`src/rtl/cap_timer_pkg.sv`:
```
package cap_timer_pkg;
  typedef enum logic [1:0] {
    EDGE_FALL = 2'b00,
    EDGE_RISE = 2'b01,
    EDGE_NONE = 2'b10,
    EDGE_BOTH = 2'b11
  } edge_sel_e;
endpackage

```
`src/rtl/cap_filter.sv`:
```
// Two-sample agreement filter followed by a programmable edge detector.
module cap_filter
  import cap_timer_pkg::*;
(
  input  logic      clk,
  input  logic      rst,
  input  logic      run,
  input  logic      smp_en,
  input  logic      pin,
  input  edge_sel_e sel,
  output logic      hit
);
  logic smp_q;     // last raw sample
  logic lvl_q;     // accepted level
  logic lvl_d1;    // accepted level, one cycle late
  logic ran_q;     // timer has run since reset

  always_ff @(posedge clk) begin
    if (rst) begin
      smp_q  <= 1'b0;
      lvl_q  <= 1'b0;
      lvl_d1 <= 1'b0;
      ran_q  <= 1'b0;
    end else begin
      if (run) ran_q <= 1'b1;
      lvl_d1 <= lvl_q;
      if (smp_en) begin
        if (run) begin
          smp_q <= pin;
          if (pin == smp_q) lvl_q <= pin;
        end else if (ran_q) begin
          // stopped after a run: follow the pin silently
          smp_q  <= pin;
          lvl_q  <= pin;
          lvl_d1 <= pin;
        end
      end
    end
  end

  logic rise, fall;
  assign rise = lvl_q & ~lvl_d1;
  assign fall = ~lvl_q & lvl_d1;

  always_comb begin
    unique case (sel)
      EDGE_FALL: hit = run & fall;
      EDGE_RISE: hit = run & rise;
      EDGE_BOTH: hit = run & (rise | fall);
      default:   hit = 1'b0;
    endcase
  end
endmodule

```
`src/rtl/cap_counter.sv`:
```
module cap_counter #(
  parameter int CW = 16
) (
  input  logic          clk,
  input  logic          rst,
  input  logic          run,
  input  logic          cnt_rise,
  output logic [CW-1:0] count,
  output logic          ovf
);
  localparam logic [CW-1:0] TOP = {CW{1'b1}};

  always_ff @(posedge clk) begin
    if (rst || !run) begin
      count <= '0;
      ovf   <= 1'b0;
    end else if (cnt_rise) begin
      count <= count + CW'(1);
      ovf   <= (count == TOP);
    end
  end
endmodule

```
`src/rtl/cap_channel.sv`:
```
module cap_channel #(
  parameter int CW = 16
) (
  input  logic          clk,
  input  logic          rst,
  input  logic          run,
  input  logic          cnt_rise,
  input  logic          cnt_fall,
  input  logic          hit,
  input  logic          cmp_mode,
  input  logic [CW-1:0] count,
  input  logic          wr_en,
  input  logic [CW-1:0] wr_data,
  output logic [CW-1:0] reg_q,
  output logic          irq
);
  logic pend_q, arm_q, cap_now, cmp_hit;

  assign cap_now = run & ~cmp_mode & cnt_fall & (pend_q | hit);
  assign cmp_hit = run & cmp_mode & cnt_rise & ((count + CW'(1)) == reg_q);

  always_ff @(posedge clk) begin
    if (rst) reg_q <= '0;
    else if (cap_now) reg_q <= count;
    else if (wr_en) reg_q <= wr_data;
  end

  always_ff @(posedge clk) begin
    if (rst || !run) begin
      pend_q <= 1'b0;
      arm_q  <= 1'b0;
      irq    <= 1'b0;
    end else if (cmp_mode) begin
      pend_q <= 1'b0;
      arm_q  <= 1'b0;
      irq    <= cmp_hit;
    end else begin
      pend_q <= cap_now ? 1'b0 : (pend_q | hit);
      arm_q  <= cap_now | (arm_q & ~cnt_rise);
      irq    <= cnt_rise & arm_q;
    end
  end
endmodule

```
`src/rtl/cap_timer.sv`:
```
module cap_timer
  import cap_timer_pkg::*;
#(
  parameter int CW  = 16,
  parameter int NCH = 2,
  localparam int SW  = (NCH > 1) ? $clog2(NCH) : 1,
  localparam int RSW = $clog2(NCH + 1)
) (
  input  logic             clk,
  input  logic             rst,
  input  logic             run,
  input  logic             cnt_rise,
  input  logic             cnt_fall,
  input  logic             smp_en,
  input  logic [NCH-1:0]   trig,
  input  logic [2*NCH-1:0] edge_sel,
  input  logic [NCH-1:0]   cmp_mode,
  input  logic             wr_en,
  input  logic [SW-1:0]    wr_sel,
  input  logic [CW-1:0]    wr_data,
  input  logic             rd_en,
  input  logic [RSW-1:0]   rd_sel,
  output logic [CW-1:0]    rd_data,
  output logic [CW-1:0]    count,
  output logic             ovf,
  output logic [NCH-1:0]   irq
);
  logic [CW-1:0] regs [NCH];
  logic [NCH-1:0] hit;

  cap_counter #(.CW(CW)) u_cnt (
    .clk(clk), .rst(rst), .run(run), .cnt_rise(cnt_rise),
    .count(count), .ovf(ovf)
  );

  for (genvar i = 0; i < NCH; i++) begin : g_ch
    cap_filter u_flt (
      .clk(clk), .rst(rst), .run(run), .smp_en(smp_en), .pin(trig[i]),
      .sel(edge_sel_e'(edge_sel[2*i +: 2])), .hit(hit[i])
    );
    cap_channel #(.CW(CW)) u_chn (
      .clk(clk), .rst(rst), .run(run), .cnt_rise(cnt_rise),
      .cnt_fall(cnt_fall), .hit(hit[i]), .cmp_mode(cmp_mode[i]),
      .count(count), .wr_en(wr_en && (wr_sel == SW'(i))),
      .wr_data(wr_data), .reg_q(regs[i]), .irq(irq[i])
    );
  end

  logic [CW-1:0] rd_next;
  always_comb begin
    rd_next = '0;
    if (rd_sel == '0) rd_next = count;
    for (int i = 0; i < NCH; i++)
      if (rd_sel == RSW'(i + 1)) rd_next = regs[i];
  end

  always_ff @(posedge clk) begin
    if (rst) rd_data <= '0;
    else if (rd_en) rd_data <= rd_next;
  end
endmodule

```
`config.mk`:
```
export PLATFORM = sky130hd
export DESIGN_NAME = cap_timer
export DESIGN_NICKNAME = d
export VERILOG_FILES = /design/src/rtl/cap_timer_pkg.sv /design/src/rtl/cap_filter.sv /design/src/rtl/cap_counter.sv /design/src/rtl/cap_channel.sv /design/src/rtl/cap_timer.sv
export SDC_FILE = /design/constraint.sdc
export NUM_CORES = 1
export LEC_CHECK = 0
export BUFFER_PORTS_ARGS = -buffer_cell sky130_fd_sc_hd__buf_4
export CAP_MARGIN = 20
export CORE_MARGIN = 2
export CORE_UTILIZATION = 45
export DETAILED_ROUTE_END_ITERATION = 8
export GPL_TIMING_DRIVEN = 0
export PLACE_DENSITY = 0.65
export SETUP_SLACK_MARGIN = 0.02
export SLEW_MARGIN = 15
export SYNTH_ARGS = -nofsm -noshare
export SYNTH_HDL_FRONTEND = slang
export SYNTH_SLANG_ARGS = --single-unit
```
`constraint.sdc`:
```
create_clock -name clk -period 2.9 [get_ports clk]
set_clock_uncertainty 0.05 [all_clocks]
set_input_delay 0.145 -clock clk [delete_from_list [all_inputs] [get_ports clk]]
set_output_delay 0.145 -clock clk [all_outputs]
set_load 0.01 [all_outputs]
```
==> metrics.csv, run 1 <==
stage,metric,value,unit
floorplan,ios,70,
timing,min_period,2610,ps
min_path,hold_start,wr_data[14],
logic_synthesis,synth_flop_cell,dfxtp_1,
run,drv_cap,0,
logic_synthesis,ys_ff_latch,78,
floorplan,num_rows,37,
setup_path,crit_start,u_cnt.count[8],
floorplan,core-area,10200,sq um
logic_synthesis,async_flop_share,0,%
clock_tree,clock_path_buffers,2,
global_routing,grt_pass1_vias,4341,
placement,post-dp-hpwl,10400,um
logic_synthesis,syn_area,4660,sq um
final_layout,layout_common_cells,"99 x nor2_1, 78 x dfxtp_1, 73 x buf_4",
final_layout,mostFrequentLayoutCell,nor2_1,
timing,hold_viol,0,
route,wl_per_cell,16.9,um
setup_path,end_kind,register,
clock_tree,cts-root-buf,clkbuf_8,
logic_synthesis,synth_edf_count,0,
route,routed_via_density,5.62,
route,drt_iter0_drc,296,
clock_tree,cts_buffers,9,
global_routing,antenna_found_initial,0,
logic_synthesis,yosysSeqAreaShare,33.5,%
timing,grt_setup_unrepaired,no,
timing,tightest_slew,690,ps
clock_tree,cts.sinks,78,
setup_path,crit_slowest_cell,or4_1,
clock_tree,cts_tree,yes,
logic_synthesis,yosys_warnings,0,
min_path,hold_end,g_ch[1].u_chn.reg_q[14],
final_layout,postLayoutCoreUtil,54.7,%
floorplan,dieArea,11200,sq um
timing,whs,16.5,ps
min_path,hold_path_depth,3,
placement,io_buffers,65,
final_layout,drive_gt1_share,17.3,%
logic_synthesis,syn_nets,613,
timing,fmax,383,MHz
setup_path,timing.rr.end,g_ch[0].u_chn.irq,
floorplan,start_util,45.8,%
setup_path,reg2regPathDepth,7,
logic_synthesis,syn_inst,573,
timing,relSlewSlack,54.0,%
global_routing,grt_pass1_wl,21700,um
clock_tree,h-tree-depth,3,
route,drtAntennaViolNets,0,
route,drtPass1Iterations,5,
status,status,finished clean,
clock_tree,clk_latency,370,ps
timing,setup_viol,0,
power,p_per_area,413,nW/um^2
floorplan,die_h,106,um
clock_tree,clk_pin_slew,90,ps
placement,gp_congestion,0.953,
final_layout,fin_nets,695,
setup_path,worstPathMaxFanout,10,
timing,finalCritPeriodShare,90.0,%
global_routing,grt-ovfl-total,0,
global_routing,grt_usage,24.5,%
setup_path,crit_path_cell_trace,"clkbuf_1, nand2_1, nor3_1, xnor3_1, a21bo_1, or4_1, o21ai_1",
floorplan,die_w,106,um
final_layout,syn2layout_area_growth,19.4,%
route,drc,0,
setup_path,r2r_slack,290,ps
setup_path,cpPeakStageDelay,520,ps
logic_synthesis,ys_types,49,
power,peakVddDrop,247,uV
setup_path,startpoint_type,register,
logic_synthesis,synth_area_per_cell,8.14,sq um
route,drt_wl_total,13400,um
timing,slew_violations,0,
timing,setup_tns,0,ps
setup_path,cp.required,3140,ps
power,p_leak,2.26,nW
route,via_count,4467,
setup_path,critical_path_class,reg2reg,
global_routing,grt_max_degree,14,
setup_path,rr_startpoint,u_cnt.count[8],
setup_path,crit_arrival,2850,ps
min_path,hp-class,in2reg,
final_layout,n_antenna_cell,0,
## metal layers
layer	GRT usage, %	share of wire, %	wire [um]
met5	0	0	0
met3	4.95	6.1	811
met2	40.2	47	6270
met1	32.3	45	6020
met4	7.71	2.2	301
## cell families (layout without fill, tap and decap cells)
logic type      after synthesis  after routing  share of synthesized area, %
simple gates                230            230                          24.7
fa+ha+maj                     5              5                          1.34
xor+xnor                     55             55                          11.2
buf+inv                      65            151                          6.71
compound gates              109            109                          15.9
mux                          31             31                          6.65
flops                        78             78                          33.5
## registers in the layout (all words and copies together), names as in the netlist
signal / flops
g_ch.u_flt.smp_q: 2
g_ch.u_chn.arm_q: 2
g_ch.u_flt.lvl_d1: 2
g_ch.u_flt.ran_q: 1
g_ch.u_chn.irq: 2
rd_data: 16
g_ch.u_chn.reg_q: 32
u_cnt.count: 16
u_cnt.ovf: 1
g_ch.u_chn.pend_q: 2
g_ch.u_flt.lvl_q: 2
## worst max-delay path by stage
stage                                         to  slack [ps]  depth (start not counted)
final                          g_ch[0].u_chn.irq         290                          7
after global routing      g_ch[1].u_chn.reg_q[8]          70                         10
after CTS                      g_ch[0].u_chn.irq         290                          7
after detailed placement       g_ch[0].u_chn.irq         330                          7
after global placement         g_ch[0].u_chn.irq         320                          7
after floorplan                g_ch[0].u_chn.irq         690                          7
## where the power goes
| group | leakage [nW] | internal [mW] | switching [mW] |
|---|---|---|---|
| sequential | 0.637 | 1.11 | 0.0451 |
| clock | 0.0911 | 0.391 | 0.434 |
| combinational | 1.53 | 0.149 | 0.170 |
## final cells by class
| class | count | area, sq um |
|---|---|---|
| well taps | 136 | 170 |
| fillers | 1015 | 4610 |
| multi-input cells | 430 | 2790 |
| flip-flops and latches | 78 | 1560 |
| inverters | 9 | 33.8 |
| clock inverters | 6 | 63.8 |
| clock buffers | 9 | 124 |
| plain buffers | 56 | 279 |
| repair buffers | 71 | 548 |
## synth_stat cells, types with 2 or more instances
library cell	instances	share of area [%]
nor2_1	99	8.0
dfxtp_1	78	33
nand2_1	38	3.1
a211oi_1	33	5.3
clkbuf_1	32	2.6
mux2i_1	31	6.7
xnor2_1	31	5.8
a21oi_1	29	3.1
nand3_1	26	2.8
xor2_1	21	3.9
a311oi_1	16	3.0
o21ai_0	13	1.4
buf_2	12	1.3
nand4_1	12	1.6
nor2b_1	10	1.3
inv_1	9	0.72
buf_4	8	1.3
nor3_1	6	0.64
and3_1	5	0.67
ha_1	5	1.3
or3_1	5	0.67
a32o_1	4	0.86
and4_1	4	0.75
nor4_1	4	0.54
a31oi_1	3	0.40
buf_6	3	0.72
nand4_4	3	1.4
nor3b_1	3	0.48
or3b_2	3	0.56
or4_1	3	0.48
xnor3_1	3	1.4
nand2b_1	2	0.27
o21ai_1	2	0.21
or2_2	2	0.27
## what timing repair did
action,CTS,global route
resized for setup,0,0
setup buffers,0,0
endpoints found under the setup margin,0,0
hold endpoints to repair,7,0
hold buffers,6,0
## worst max-delay path, delay by kind of cell (launching register included)
| kind | cells | cell delay, ps |
|---|---|---|
| AOI/OAI and AO/OA | 2 | 360 |
| xor gates and xnor gates | 1 | 200 |
| and+or+nand+nor | 3 | 1070 |
| buffers and inverters | 1 | 420 |
| DFF | 1 | 430 |
## through the flow
stage | total power, mW | cells | cell area (sq um) | setup slack (ps)
finish | 2.30 | 795 | 5570 | 289
floorplan | 1.37 | 573 | 4660 | 687
global placement | 1.49 | 774 | 5320 | 325
detailed placement | 1.49 | 774 | 5320 | 329
global route | 2.40 | 795 | 5570 | 72.6
CTS | 2.31 | 795 | 5570 | 288
(Power assumes the default switching activity.)
==> run 2: changes to the inputs <==
- CTS_CLUSTER_SIZE: unset -> 40
- SYNTH_HIERARCHICAL: unset -> 1
==> run 2 against run 1 <==
  * Clock power increased by 14%
  * Routed wire length increased by 1.1%
  * Power up 6.7%
  * Largest power group unchanged
  * Highest routed layer unchanged
==> metrics.csv, run 2 <==
stage,metric,value,unit,change
placement,gp_congestion,0.899,,was 0.953
timing,min_period,2590,ps,was 2610 ps
logic_synthesis,synth_common_cells,"79 x dfxtp_1, 79 x nor2_1, 53 x mux2i_1, 40 x nand2_1, 32 x a211oi_1",,"was 99 x nor2_1, 78 x dfxtp_1, 38 x nand2_1, 33 x a211oi_1, 32 x clkbuf_1"
final_layout,regMostFlops,g_ch.u_chn/reg_q,,was g_ch.u_chn.reg_q
setup_path,end_kind,register,,unchanged
logic_synthesis,async_flop_share,0,%,unchanged
logic_synthesis,synth_top_area_cell,dfxtp_1,,unchanged
timing,fmax,387,MHz,was 383 MHz
logic_synthesis,syn_area,5000,sq um,was 4660 sq um
global_routing,grt_usage,23.8,%,was 24.5%
setup_path,worstPathMaxFanout,10,,unchanged
power,p_per_area,413,nW/um^2,about the same
final_layout,layout_common_cells,"79 x nor2_1, 79 x dfxtp_1, 71 x buf_4",,"was 99 x nor2_1, 78 x dfxtp_1, 73 x buf_4"
logic_synthesis,synth_flop_cell,dfxtp_1,,unchanged
power,combPwrFrac,13.7,%,was 13.9%
logic_synthesis,yosys_warnings,6,,was 0
route,drc,0,,unchanged
setup_path,critical_path_class,reg2reg,,unchanged
timing,relSlewSlack,33.0,%,was 54.0%
floorplan,ios,70,,unchanged
final_layout,syn2layout_area_growth,19.0,%,was 19.4%
global_routing,grt-ovfl-total,0,,unchanged
logic_synthesis,synth_edf_count,0,,unchanged
floorplan,start_util,46.1,%,was 45.8%
final_layout,drive_gt1_share,21.3,%,was 17.3%
route,drtPass1Iterations,5,,unchanged
route,drt_iter0_drc,265,,was 296
power,p_leak,2.28,nW,was 2.26 nW
logic_synthesis,syn_inst,574,,was 573
logic_synthesis,synth_top_cell_area_share,31.6,%,was 33.5%
placement,post-dp-hpwl,10300,um,was 10400 um
timing,finalCritPeriodShare,89.2,%,was 90.0%
clock_tree,hold_buffers,4,,was 6
global_routing,grt_pass1_vias,4403,,was 4341
floorplan,num_rows,38,,was 37
clock_tree,h-tree-depth,3,,unchanged
logic_synthesis,ys_ff_latch,79,,was 78
setup_path,cp.required,3130,ps,was 3140 ps
logic_synthesis,synth_area_per_cell,8.71,sq um,was 8.14 sq um
logic_synthesis,yosys-top-cells-area,"dfxtp_1 32%, mux2i_1 11%, nor2_1 5.9%",,"was dfxtp_1 33%, nor2_1 8.0%, mux2i_1 6.7%"
run,drv_cap,0,,unchanged
setup_path,crit_arrival,2810,ps,was 2850 ps
setup_path,startpoint_type,register,,unchanged
clock_tree,clock_path_buffers,2,,unchanged
logic_synthesis,yosysSeqAreaShare,31.6,%,was 33.5%
power,power_frac_clock,38.2,%,was 35.8%
floorplan,die_w,109,um,was 106 um
timing,grt_setup_unrepaired,no,,unchanged
timing,tightest_slew,1000,ps,was 690 ps
final_layout,final_cells,802,,was 795
power,peakVddDrop,302,uV,was 247 uV
timing,setup_viol,0,,unchanged
route,routed_via_density,5.64,,was 5.62
final_layout,n_antenna_cell,0,,unchanged
route,drtAntennaViolNets,0,,unchanged
power,p_int,1.83,mW,was 1.65 mW
final_layout,fin_nets,699,,was 695
clock_tree,cts_buffers,9,,unchanged
global_routing,grt_max_degree,21,,was 14
power,p_seq_share,48.1,%,was 50.3%
timing,hold_viol,0,,unchanged
logic_synthesis,syn_nets,616,,was 613
placement,io_buffers,68,,was 65
floorplan,core-area,10800,sq um,was 10200 sq um
clock_tree,cts-root-buf,clkbuf_8,,unchanged
route,drt_wl_total,13600,um,was 13400 um
power,switching_share,25.5,%,was 28.2%
floorplan,dieArea,12000,sq um,was 11200 sq um
clock_tree,postCtsResizedCells,0,,unchanged
final_layout,largest_reg_flops,32,,unchanged
clock_tree,clk_latency,360,ps,was 370 ps
timing,slew_violations,0,,unchanged
floorplan,die_h,109,um,was 106 um
route,via_count,4525,,was 4467
global_routing,grt_pass1_wl,22200,um,was 21700 um
clock_tree,cts.sinks,79,,was 78
timing,setup_tns,0,ps,unchanged
power,switching_power,0.626,mW,was 0.649 mW
final_layout,reg_top3,"g_ch.u_chn/reg_q x32, rd_data x16, u_cnt/count x16",,"was g_ch.u_chn.reg_q x32, rd_data x16, u_cnt.count x16"
route,wl_per_cell,16.9,um,about the same
min_path,hp-class,in2reg,,unchanged
logic_synthesis,ys_types,59,,was 49
clock_tree,cts_tree,yes,,unchanged
clock_tree,clk_pin_slew,80,ps,was 90 ps
placement,dp_cells,782,,was 774
status,status,finished clean,,unchanged
clock_tree,postCtsSetupRepairBufs,0,,unchanged
global_routing,antenna_found_initial,0,,unchanged
run 2: cell count changes after synthesis, moves of 6 or more:
| cell | previous run | this run |
|---|---|---|
| mux2i_1 | 31 | 53 |
| nor2_1 | 99 | 79 |
| nand3_1 | 26 | 10 |
| a21oi_1 | 29 | 14 |
| clkbuf_1 | 32 | 17 |
| or2_2 | 2 | 14 |
| a311oi_1 | 16 | 6 |
| a311oi_2 | 0 | 10 |
| or2_1 | 0 | 10 |
| buf_2 | 12 | 4 |
| nand2b_1 | 2 | 9 |
| nor2b_1 | 10 | 4 |
run 2: metrics by stage:
step | hold slack, ps | power (mW) | cell area [sq um] | utilization, % | setup slack (ps)
after detailed placement | 319 | 1.54 | 5680 | 52.4 | 390
final | 10.1 | 2.46 | 5950 | 54.9 | 314
after global routing | 12.7 | 2.55 | 5950 | 54.9 | 69.7
after global placement | 310 | 1.53 | 5680 | 52.4 | 475
after CTS | 0.713 | 2.48 | 5950 | 54.9 | 364
after floorplan | 167 | 1.41 | 5000 | - | 633
run 2: metal layers:
| metal | track usage [%] | up-vias | share of wire (%) |
|---|---|---|---|
| li1 | - | 2241 | - |
| met1 | 30.5 | 2138 | 45 |
| met2 | 40.5 | 122 | 48 |
| met3 | 4.33 | 24 | 5.1 |
| met4 | 7.50 | 0 | 2.2 |
| met5 | 0 | - | 0 |
run 2: final cells by class:
cell class                      count  area (sq um)
Buffer                             31           171
Tap cell                          140           175
Multi-Input combinational cell    451          3200
Fill cell                        1045          4890
Clock inverter                      3          65.1
Timing Repair Buffer               72           551
Clock buffer                       13           159
Inverter                           13          48.8
Sequential cell                    79          1580
run 2: worst max-delay path, cell delays in order, from the launching register on:
cell and delay, ps:
dfxtp_1 450, inv_1 70, ha_1 280, nand2_1 50
o211ai_1 80, a21boi_0 140, o211ai_1 240, or2_2 140
clkbuf_1 180, clkbuf_1 500, nor2_1 90, a211oi_1 230
run 2: power by group through the flow:
stage                     Combinational, mW  Clock [mW]  Sequential (mW)
after floorplan                       0.209           0             1.20
after global placement                0.323           0             1.20
after detailed placement              0.331           0             1.21
after CTS                             0.337       0.957             1.18
after global routing                  0.371       0.992             1.19
final                                 0.337       0.939             1.18
run 2: kinds of logic after synthesis:
group           after synthesis  share of synthesized area, %
compound gates              113                          17.6
xor+xnor                     45                          7.88
fa+ha+maj                     7                          1.75
buf+inv                      44                          4.41
flops                        79                          31.6
mux                          53                          10.6
simple gates                233                          26.1
run 2: worst paths after layout:
check,from,endpoint,slack (ps),depth (start not counted)
max,g_ch[1].u_flt/lvl_q,g_ch[1].u_chn/reg_q[0],310,11
min,cmp_mode[1],g_ch[1].u_chn/arm_q,10,3
max reg2reg,g_ch[1].u_flt/lvl_q,g_ch[1].u_chn/reg_q[0],310,11
min reg2reg,g_ch[0].u_chn/arm_q,g_ch[0].u_chn/arm_q,420,2
==> run 3: changes to the inputs <==
- RECOVER_POWER: unset -> 100
==> run 3 against run 2 <==
  * Sequential power barely moved
  * Clock-buffer cell count did not move
  * Flip-flop and latch count did not move
  * Setup slack got worse by 30 ps
  * Sequential share of layout area rose by 0.90 points
  * Non-clock buffer count did not move
  * Die area did not move
  * Core utilization fell by 1.8 points
  * Final cell count did not move
  * Critical path depth fell by 7
==> metrics.csv, run 3 (synthesized netlist as in run 2, its figures left out) <==
stage,metric,value,unit,change
power,switching_power,0.619,mW,was 0.626 mW
final_layout,regMostFlops,g_ch.u_chn/reg_q,,unchanged
floorplan,core-area,10800,sq um,unchanged
floorplan,dieArea,12000,sq um,unchanged
setup_path,crit_path_cell_trace,"nand4_1, or4_1, or3_1, a21oi_1",,"was inv_1, ha_1, nand2_1, o211ai_1, a21boi_0, o211ai_1, or2_2, clkbuf_1, clkbuf_1, nor2_1, a211oi_1"
setup_path,crit_family,simple AND/OR/NAND/NOR gates,,was buffers and inverters
min_path,hp-class,in2reg,,unchanged
timing,hold_viol,0,,unchanged
clock_tree,cts_buffers,9,,unchanged
timing,fmax,382,MHz,was 387 MHz
setup_path,crit_arrival,2860,ps,was 2810 ps
final_layout,fin_area,5750,sq um,was 5950 sq um
global_routing,grt_util_met3,4.33,%,unchanged
timing,tightest_slew,912,ps,was 1000 ps
clock_tree,cts-root-buf,clkbuf_8,,unchanged
setup_path,cpPeakStageDelay,930,ps,was 500 ps
setup_path,end_kind,register,,unchanged
global_routing,use_met2,40.5,%,unchanged
power,switching_share,25.4,%,was 25.5%
clock_tree,h-tree-depth,3,,unchanged
global_routing,grt_usage,23.8,%,unchanged
global_routing,antenna_found_initial,0,,unchanged
setup_path,cp.required,3140,ps,was 3130 ps
clock_tree,cts.sinks,79,,unchanged
setup_path,critical_path_class,reg2reg,,unchanged
setup_path,worstPathMaxFanout,20,,was 10
global_routing,grt_pass1_vias,4403,,unchanged
power,p_int,1.82,mW,was 1.83 mW
final_layout,layout_common_cells,"79 x nor2_1, 79 x dfxtp_1, 57 x clkbuf_1",,"was 79 x nor2_1, 79 x dfxtp_1, 71 x buf_4"
placement,io_buffers,68,,unchanged
final_layout,fin_nets,699,,unchanged
timing,min_period,2620,ps,was 2590 ps
timing,setup_tns,0,ps,unchanged
run,drv_cap,0,,unchanged
timing,slew_violations,0,,unchanged
placement,dp_cells,782,,unchanged
final_layout,n_antenna_cell,0,,unchanged
timing,finalCritPeriodShare,90.2,%,was 89.2%
global_routing,grt_max_degree,21,,unchanged
floorplan,num_rows,38,,unchanged
power,combPwrFrac,13.2,%,was 13.7%
setup_path,crit_slowest_cell,dfxtp_1,,was clkbuf_1
power,p_per_area,423,nW/um^2,was 413 nW/um^2
route,drt_iter0_drc,290,,was 265
timing,setup_viol,0,,unchanged
final_layout,largest_reg_flops,32,,unchanged
timing,grt_setup_unrepaired,no,,unchanged
setup_path,crit_buf_inv,0,,was 3
floorplan,ios,70,,unchanged
clock_tree,postCtsSetupRepairBufs,0,,unchanged
floorplan,die_w,109,um,unchanged
route,drtPass1Iterations,4,,was 5
final_layout,reg_top3,"g_ch.u_chn/reg_q x32, rd_data x16, u_cnt/count x16",,unchanged
setup_path,startpoint_type,register,,unchanged
clock_tree,clk_pin_slew,80,ps,about the same
clock_tree,cts_tree,yes,,unchanged
final_layout,syn2layout_area_growth,15.1,%,was 19.0%
placement,gp_congestion,0.899,,unchanged
route,via_count,4526,,was 4525
final_layout,fillCellCount,1089,,was 1045
placement,dpl_cell_area,5680,sq um,unchanged
power,p_leak,2.11,nW,was 2.28 nW
power,power_frac_clock,38.4,%,was 38.2%
power,p_seq_share,48.4,%,was 48.1%
final_layout,drive_gt1_share,14.4,%,was 21.3%
status,status,finished clean,,unchanged
route,drtAntennaViolNets,0,,unchanged
global_routing,grt_busiest_layer,met2,,unchanged
clock_tree,clk_latency,360,ps,about the same
floorplan,die_h,109,um,unchanged
route,drc,0,,unchanged
power,peakVddDrop,296,uV,was 302 uV
global_routing,grt_pass1_wl,22200,um,unchanged
route,routed_via_density,5.64,,about the same
final_layout,final_cells,802,,unchanged
global_routing,use_met1,30.5,%,unchanged
timing,whs,11.4,ps,was 10.1 ps
placement,post-dp-hpwl,10300,um,unchanged
route,drt_wl_total,13500,um,was 13600 um
route,wl_per_cell,16.9,um,about the same
timing,relSlewSlack,39.1,%,was 33.0%
clock_tree,clock_path_buffers,2,,unchanged
global_routing,grt-ovfl-total,0,,unchanged
floorplan,start_util,46.1,%,unchanged
[run 3: worst register-to-register path, delay by kind of cell (launching register included)]
family,cells,cell delay (ps)
DFF,1,930
and+or+nand+nor,3,1450
AOI/OAI and AO/OA,1,130
[run 3: layout make-up]
type | count | area [sq um] | area share, %
multi-input cells | 451 | 3140 | 54.5
flip-flops and latches | 79 | 1580 | 27.5
repair buffers | 72 | 415 | 7.22
well taps | 140 | 175 | 3.04
plain buffers | 31 | 171 | 2.98
clock buffers | 13 | 159 | 2.76
clock inverters | 3 | 65.1 | 1.13
inverters | 13 | 48.8 | 0.848
[run 3: power by group through the flow]
stage | logic (mW) | clock network (mW) | registers (mW)
global route | 0.355 | 0.992 | 1.19
finish | 0.321 | 0.935 | 1.18
floorplan | 0.209 | 0 | 1.20
detailed placement | 0.331 | 0 | 1.21
global placement | 0.323 | 0 | 1.20
CTS | 0.337 | 0.957 | 1.18
[run 3: final timing paths]
check	from	end	slack (ps)	depth (start not counted)
hold reg to reg	g_ch[0].u_chn/arm_q	g_ch[0].u_chn/arm_q	420	2
setup reg to reg	u_cnt/count[2]	u_cnt/count[15]	280	4
hold / removal	trig[1]	g_ch[1].u_flt/smp_q	10	3
setup / recovery	u_cnt/count[2]	u_cnt/count[15]	280	4
[run 3: layer usage]
metal | vias up | wire [um]
met3 | 24 | 733
met1 | 2121 | 6020
met5 | - | 0
met2 | 140 | 6480
li1 | 2241 | -
met4 | 0 | 300
[run 3: timing repair]
item	4_1_cts	5_1_grt
hold endpoints to repair	5	0
resized for setup	0	0
hold buffers	4	0
[run 3: stage by stage]
stage / power, mW / util, % / worst slack [ps]
2_1_floorplan: 1.41 / - / 633
3_3_place_gp: 1.53 / 52.4 / 475
3_5_place_dp: 1.54 / 52.4 / 390
4_1_cts: 2.48 / 54.9 / 364
5_1_grt: 2.53 / 53.1 / 68.7
6_report: 2.44 / 53.1 / 284
